### src/rtl/card_clk_pkg.sv
package card_clk_pkg;
    typedef enum logic [1:0] {
        CK_STOPPED = 2'd0,
        CK_PARKED  = 2'd1,
        CK_DIVIDE  = 2'd2,
        CK_PASS    = 2'd3
    } ck_state_e;
endpackage

### src/rtl/ckdiv_ratio_ctl.sv
module ckdiv_ratio_ctl
    import card_clk_pkg::*;
#(
    parameter int SEL_W = 2
) (
    input  logic             clk_in,
    input  logic             rst_n,
    input  logic             card_en,
    input  logic             pd_req,
    input  logic             park_high,
    input  logic [SEL_W-1:0] div_sel,
    output ck_state_e        state_q,
    output logic             level_q
);
    localparam int CNT_W = SEL_W;
    localparam logic [SEL_W-1:0] PASS_CODE = '1;

    // Last count value of one phase for a divided code: 2^(SEL_W-code) cycles.
    function automatic logic [CNT_W-1:0] last_cnt(input logic [SEL_W-1:0] code);
        int span;
        if (code == PASS_CODE) begin
            return '0;
        end
        span = (1 << (SEL_W - int'(code))) - 1;
        return CNT_W'(span);
    endfunction

    ck_state_e        state_d;
    logic             level_d;
    logic [CNT_W-1:0] cnt_q, cnt_d;
    logic [SEL_W-1:0] cur_sel_q, cur_sel_d;

    logic      hold_req;
    logic      hold_lvl;
    ck_state_e hold_state;
    logic      phase_end;

    assign hold_req   = !card_en || pd_req;
    assign hold_lvl   = card_en && park_high;
    assign hold_state = card_en ? CK_PARKED : CK_STOPPED;
    assign phase_end  = (cnt_q == last_cnt(cur_sel_q));

    // Next-state and output-level decisions
    always_comb begin
        state_d   = state_q;
        level_d   = level_q;
        cnt_d     = cnt_q;
        cur_sel_d = cur_sel_q;
        unique case (state_q)
            CK_DIVIDE: begin
                if (phase_end) begin
                    cnt_d = '0;
                    if (hold_req) begin
                        state_d = hold_state;
                        level_d = hold_lvl;
                    end else if (!level_q && (div_sel != cur_sel_q)) begin
                        cur_sel_d = div_sel;
                        if (div_sel == PASS_CODE) begin
                            state_d = CK_PASS;
                            level_d = 1'b0;
                        end else begin
                            level_d = 1'b1;
                        end
                    end else begin
                        level_d = !level_q;
                    end
                end else begin
                    cnt_d = cnt_q + 1'b1;
                end
            end
            CK_PASS: begin
                cnt_d = '0;
                if (hold_req) begin
                    state_d = hold_state;
                    level_d = hold_lvl;
                end else if (div_sel != PASS_CODE) begin
                    cur_sel_d = div_sel;
                    state_d   = CK_DIVIDE;
                    level_d   = 1'b1;
                end
            end
            CK_PARKED: begin
                cnt_d = '0;
                if (!card_en) begin
                    state_d = CK_STOPPED;
                    level_d = 1'b0;
                end else if (!pd_req) begin
                    cur_sel_d = div_sel;
                    if (div_sel == PASS_CODE) begin
                        state_d = CK_PASS;
                        level_d = 1'b0;
                    end else begin
                        state_d = CK_DIVIDE;
                    end
                end
            end
            CK_STOPPED: begin
                cnt_d = '0;
                if (card_en) begin
                    if (pd_req) begin
                        state_d = CK_PARKED;
                        level_d = park_high;
                    end else begin
                        cur_sel_d = div_sel;
                        if (div_sel == PASS_CODE) begin
                            state_d = CK_PASS;
                            level_d = 1'b0;
                        end else begin
                            state_d = CK_DIVIDE;
                        end
                    end
                end
            end
        endcase
    end

    // State register
    always_ff @(posedge clk_in or negedge rst_n) begin
        if (!rst_n) begin
            state_q   <= CK_STOPPED;
            level_q   <= 1'b0;
            cnt_q     <= '0;
            cur_sel_q <= '0;
        end else begin
            state_q   <= state_d;
            level_q   <= level_d;
            cnt_q     <= cnt_d;
            cur_sel_q <= cur_sel_d;
        end
    end

    always_ff @(posedge clk_in) begin
        if (rst_n && state_q == CK_DIVIDE) begin
            AST_CNT_IN_PHASE: assert (cnt_q <= last_cnt(cur_sel_q));
        end
    end

    AST_DIV_NOT_PASS_CODE: assert property (@(posedge clk_in) disable iff (!rst_n)
        (state_q == CK_DIVIDE) |-> (cur_sel_q != PASS_CODE));

    AST_RATIO_AT_LOW: assert property (@(posedge clk_in) disable iff (!rst_n)
        (($past(state_q) == CK_DIVIDE) && (cur_sel_q != $past(cur_sel_q)))
        |-> !$past(level_q));

    AST_PARK_HOLD: assert property (@(posedge clk_in) disable iff (!rst_n)
        ((state_q == CK_PARKED) && ($past(state_q) == CK_PARKED)) |-> $stable(level_q));

    AST_STOP_LOW: assert property (@(posedge clk_in) disable iff (!rst_n)
        ((state_q == CK_STOPPED) && ($past(state_q) == CK_STOPPED)) |-> !level_q);

    AST_PASS_NO_LEVEL: assert property (@(posedge clk_in) disable iff (!rst_n)
        ((state_q == CK_PASS) && ($past(state_q) == CK_PASS)) |-> !level_q);
endmodule

### src/rtl/ckdiv_pass_gate.sv
module ckdiv_pass_gate (
    input  logic clk_in,
    input  logic rst_n,
    input  logic pass_active,
    input  logic level_q,
    output logic card_clk
);
    logic gate_q;

    // Gate updated while the input is low, so the AND never chops a high phase.
    always_ff @(negedge clk_in or negedge rst_n) begin
        if (!rst_n) begin
            gate_q <= 1'b0;
        end else begin
            gate_q <= pass_active;
        end
    end

    assign card_clk = level_q | (clk_in & gate_q);

    AST_GATE_FOLLOWS: assert property (@(posedge clk_in) disable iff (!rst_n)
        gate_q == pass_active);

    AST_GATE_LEVEL_EXCL: assert property (@(posedge clk_in) disable iff (!rst_n)
        (gate_q && $past(pass_active) && pass_active) |-> !level_q);
endmodule

### src/rtl/card_clk_sel.sv
module card_clk_sel
    import card_clk_pkg::*;
#(
    parameter int SEL_W = 2
) (
    input  logic             clk_in,
    input  logic             rst_n,
    input  logic             card_en,
    input  logic             pd_req,
    input  logic             park_high,
    input  logic [SEL_W-1:0] div_sel,
    output logic             card_clk
);
    ck_state_e state_q;
    logic      level_q;
    logic      pass_active;

    ckdiv_ratio_ctl #(.SEL_W(SEL_W)) u_ctl (
        .clk_in    (clk_in),
        .rst_n     (rst_n),
        .card_en   (card_en),
        .pd_req    (pd_req),
        .park_high (park_high),
        .div_sel   (div_sel),
        .state_q   (state_q),
        .level_q   (level_q)
    );

    assign pass_active = (state_q == CK_PASS);

    ckdiv_pass_gate u_gate (
        .clk_in      (clk_in),
        .rst_n       (rst_n),
        .pass_active (pass_active),
        .level_q     (level_q),
        .card_clk    (card_clk)
    );

    AST_DISABLED_QUIET: assert property (@(posedge clk_in) disable iff (!rst_n)
        (!$past(card_en) && !card_en && (state_q != CK_DIVIDE) && (state_q != CK_PASS))
        |-> !level_q);
endmodule

### config.mk
export PLATFORM = sky130hd
export DESIGN_NAME = card_clk_sel
export DESIGN_NICKNAME = d
export VERILOG_FILES = /design/src/rtl/card_clk_pkg.sv /design/src/rtl/ckdiv_ratio_ctl.sv /design/src/rtl/ckdiv_pass_gate.sv /design/src/rtl/card_clk_sel.sv
export SDC_FILE = /design/constraint.sdc
export NUM_CORES = 1
export LEC_CHECK = 0
export ABC_CLOCK_PERIOD_IN_PS = 2700
export BUFFER_PORTS_ARGS = -buffer_cell sky130_fd_sc_hd__clkbuf_2
export CAP_MARGIN = 20
export CORE_AREA = 2 2 39 41
export DETAILED_ROUTE_END_ITERATION = 6
export DIE_AREA = 0 0 41 43
export PLACE_DENSITY = 0.61
export SYNTH_ARGS = -nofsm -noshare
export SYNTH_HDL_FRONTEND = slang
export SYNTH_SLANG_ARGS = --single-unit
### constraint.sdc
create_clock -name clk_in -period 2.7 [get_ports clk_in]
set_input_delay 0.27 -clock clk_in [delete_from_list [all_inputs] [get_ports clk_in]]
set_output_delay 0.27 -clock clk_in [all_outputs]
set_load 0.1 [all_outputs]
-- Yosys cells after proc, flatten, opt, wreduce, memory -nomap -nowiden
Cells that the tools add are included.
Widths: inputs -> output; s select.
- add/subtract/negate cells: 3
- multiply operators: 0
- divide/modulo/power cells: 0
- magnitude comparators: 0
- eq/ne operators: 20
- shift-type cells: 1
- muxes and demuxes: 38
- bitwise gates (word level): 2
- reduce and logical (&&, ||, !) cells: 11
- operators with widths (kind ; number):
    $mux 2 ; 20
    $shl 1x32->2 const A ; 1
    $mux 1 ; 14
    $ne 2x2->1 const B ; 6
    $eq 2x2->1 const B ; 4
    $pmux 2 s4 ; 1
    $reduce_and 7->1 ; 1
    $ne 2x1->1 const B ; 3
    $ne 3x1->1 const B ; 2
    $ne 3x3->1 const B ; 2
    $pmux 2 s3 ; 1
    $reduce_and 6->1 ; 1
    $pmux 1 s4 ; 1
    $pmux 2 s2 ; 1
    $reduce_and 4->1 ; 1
    $reduce_or 3->1 ; 1
    $sub 2x2->3 const A ; 1
    $add 2x1->2 const B ; 1
    $eq 2x1->1 const B ; 1
    $eq 2x2->1 ; 1
    $logic_and 1x1->1 ; 2
    $logic_not 1->1 ; 2
    $logic_not 2->1 ; 1
    $ne 2x2->1 ; 1
    5 further kinds ; 5
- bits in registers: 8
- bits in latches: 0
- RAM bits: 0
- memory bits (read-only): 0
- bits of input ports: 7
- output and inout port bits: 1
- logic and storage cells: 80
- memories: 0

-- Longest topological paths before layout
- depth after elaboration: 7
- mapped depth: 5
- gate-level depth less buffers: 5

-- Hierarchy
Synthesis repeated with hierarchy kept, for this count alone.
- cells, all modules: 63
- area, all modules: 570.5 µm²
- modules (own cells, without submodules) (module ; times used ; cells each ; area an instance (µm²)):
    ckdiv_ratio_ctl ; 1 ; 60 ; 531.8
    ckdiv_pass_gate ; 1 ; 2 ; 32.5
    card_clk_sel ; 1 ; 1 ; 6.3

==> results.yml <==
outcome:
  status: "finished, violations left"
  violations: "negative setup slack"
routing:
  ant_nets: 0
  drtIter0Drc: 17
  route.detailed.drc: 0
  dr.pass1.iters: 4
  wire_per_inst_um: 13.6
  drt-total-wl_mm: 1.08
  viasPerCell: 5.49
  vias: 439
cells_and_area:
  n_fill_cell: 132
  layout-drive-gt1-share: 0.266
  antennaDiodeCount: 0
  nets: 72
  syn2layout_area_growth_pct: 27.9
sta:
  drv_slew: 0
  fin_setup_tns_ns: -0.0438
  layout_setup_ws_ns: -0.0438
  hold_viol_final: 0
  tightest_slew_ns: 0.246
  rsz0062_at_grt: "true"
  setup_viol: 1
  relSlewSlack: 0.836
  fin_skew_ns: 0.0194
yosys:
  synth_top_cell_area_share: 0.366
  synth_top_flop_cell: "dfrtp_1"
  synth_cell_types: 24
  netlist_instances: 49
  synthesis.area_um2: 479
  ys_seq_elements: 8
  synth_area_leader_cell: "dfrtp_1"
  yosysSeqAreaShare: 0.418
  synth-edff-count: 0
  yosysWarnings: 0
  syn_avg_cell_area_um2: 9.78
  yosys-top-cells-area: "dfrtp_1 (37%), o2111ai_4 (5.5%), xnor2_1 (5.5%), a21oi_1 (5.2%), dfrtn_1 (5.2%)"
  async_flop_share: 1.00
  synth_nets: 56
power_and_ir_drop:
  p_leak_nw: 0.273
  ir_worst_vdd_uv: 632
  powerDensity_nw_per_um2: 1030
clock_tree:
  clk_pin_slew_ns: 0.06
  cts_setup_buffers: 0
  clock_latency_ns: 0.38
  cts_tree: "built"
placement:
  gp_congestion: 0.816
  port_buffers: 7
  pre_cts_ws_ns: 0.178
floorplanning:
  die_y_um: 43
  std_cell_rows: 14
  boundaryPins: 8
  initial_core_util: 0.346
  coreArea_um2: 1380
  dieArea_um2: 1760
  chipWidth_um: 41
critical_path:
  crit_buf_inv: 1
  critPathSlowestCell: "dfrtn_1"
  arrival_ns: 2.47
  endpoint_kind: "output port"
  cp_top_family: "flip-flops"
  setup.worst_path.class: "reg -> out"
  cp_slowest_stage_delay_ns: 0.39
  crit_path_cell_trace: "a21o_1, clkbuf_16"
  crit_required_ns: 2.43
  cp_max_fo: 1
  startpoint_type: "flop"
flow_run:
  drv_cap: 0
grt:
  grt_pass1_vias: 442
  grt-ovfl-total: 0
  groute.usage.overall: 0.167
  antenna_found_initial: 0
  grt_max_degree: 9
  grt_pass1_wl_mm: 1.84
min_path:
  hold_path_class: "in -> reg"
==> final timing paths <==
| kind | start | endpoint | slack [ns] | cells after the start |
|---|---|---|---|---|
| worst min-delay path | pd_req | u_ctl.state_q[1]$_DFFE_PN0P_ | 0.19 | 2 |
| max in group asynchronous | rst_n | u_gate.gate_q$_DFF_NN0_ | 0.98 | 2 |
| worst max register to register | u_ctl.state_q[1]$_DFFE_PN0P_ | u_gate.gate_q$_DFF_NN0_ | 0.54 | 1 |
| min in group asynchronous | rst_n | u_ctl.cnt_q[1]$_DFF_PN0_ | 0.29 | 2 |
| worst max-delay path | u_gate.gate_q$_DFF_NN0_ | card_clk | -0.04 | 2 |
| worst min register to register | u_ctl.cnt_q[0]$_DFF_PN0_ | u_ctl.cnt_q[0]$_DFF_PN0_ | 0.52 | 1 |
==> what timing repair did <==
action,CTS,global route
setup endpoints to repair,1,1
hold buffers,1,0
resized for setup,3,0
pin swaps,0,1
endpoints found under the hold margin,7,0
cloned,0,0
==> placed cells by master (no fill, tap or decap) <==
cell / netlist / layout
dfrtp_1: 7 / 7
clkbuf_4: 0 / 6
clkbuf_2: 0 / 6
nor2_1: 5 / 5
a21oi_1: 5 / 5
inv_1: 3 / 3
xnor2_1: 3 / 3
o21ai_0: 3 / 3
nand2b_1: 2 / 2
a21oi_2: 2 / 2
o22a_1: 2 / 2
a31oi_1: 2 / 2
nand3_1: 2 / 2
and2_1: 1 / 1
xor2_1: 1 / 1
nor3b_1: 1 / 1
a311o_2: 1 / 1
a21o_1: 1 / 1
o2111ai_4: 1 / 1
nand4b_1: 1 / 1
nor3_1: 1 / 1
nand2_1: 1 / 1
a221oi_1: 1 / 1
a41oi_1: 1 / 1
o211a_1: 1 / 1
clkbuf_1: 0 / 1
dlygate4sd3_1: 0 / 1
clkbuf_16: 0 / 1
dfrtn_1: 1 / 1
==> layer usage <==
layer	routed length, um	part of all wire	global-route usage
met3	49	0.045	0.0785
met2	521	0.48	0.213
met1	488	0.45	0.199
met5	0	0	0
met4	25	0.023	0.147
==> per-stage QoR <==
| step | power (mW) | utilization | instances | instance area, um2 | hold slack, ns |
|---|---|---|---|---|---|
| 3_3_place_gp | 0.423 | 0.386 | 72 | 534 | 0.136 |
| 5_1_grt | 0.667 | 0.443 | 80 | 613 | 0.230 |
| 6_report | 0.629 | 0.443 | 80 | 613 | 0.192 |
| 4_1_cts | 0.634 | 0.443 | 80 | 613 | 0.195 |
| 3_5_place_dp | 0.426 | 0.386 | 72 | 534 | 0.131 |
| 2_1_floorplan | 0.380 | - | 49 | 479 | -0.0256 |
==> where the power goes <==
part | internal [mW] | total (mW) | switching, mW
Clock | 0.148 | 0.280 | 0.131
Sequential | 0.153 | 0.206 | 0.0530
Combinational | 0.0719 | 0.143 | 0.0715
Total | 0.373 | 0.629 | 0.256
==> registers in the layout, summed over array words and instances, names as in the netlist <==
| name | flops |
|---|---|
| u_gate.gate_q | 1 |
| u_ctl.cnt_q | 2 |
| u_ctl.cur_sel_q | 2 |
| u_ctl.level_q | 1 |
| u_ctl.state_q | 2 |
==> synth_stat cells, types with 2 or more instances <==
master	count
nor2_1	5
xnor2_1	3
nand3_1	2
a21oi_1	5
inv_1	3
dfrtp_1	7
nand2b_1	2
o21ai_0	3
o22a_1	2
a21oi_2	2
a31oi_1	2
==> logic make-up (layout without fill, tap and decap cells) <==
family | count (synthesis) | after routing | synth area share
DFF | 8 | 8 | 0.418
xor gates and xnor gates | 4 | 4 | 0.0731
AOI/OAI and AO/OA | 20 | 20 | 0.334
buffers and inverters | 3 | 18 | 0.0235
and+or+nand+nor | 14 | 14 | 0.151
==> layout make-up <==
cell class / instances / area [um2] / share of cell area
multi-input combinational: 38 / 268 / 0.437
sequential: 8 / 200 / 0.327
clock buffer: 8 / 73.8 / 0.120
timing repair buffer: 7 / 40.0 / 0.0653
tap: 16 / 20.0 / 0.0327
inverter: 3 / 11.3 / 0.0184
Note: power is estimated with default switching activity, not from simulation.
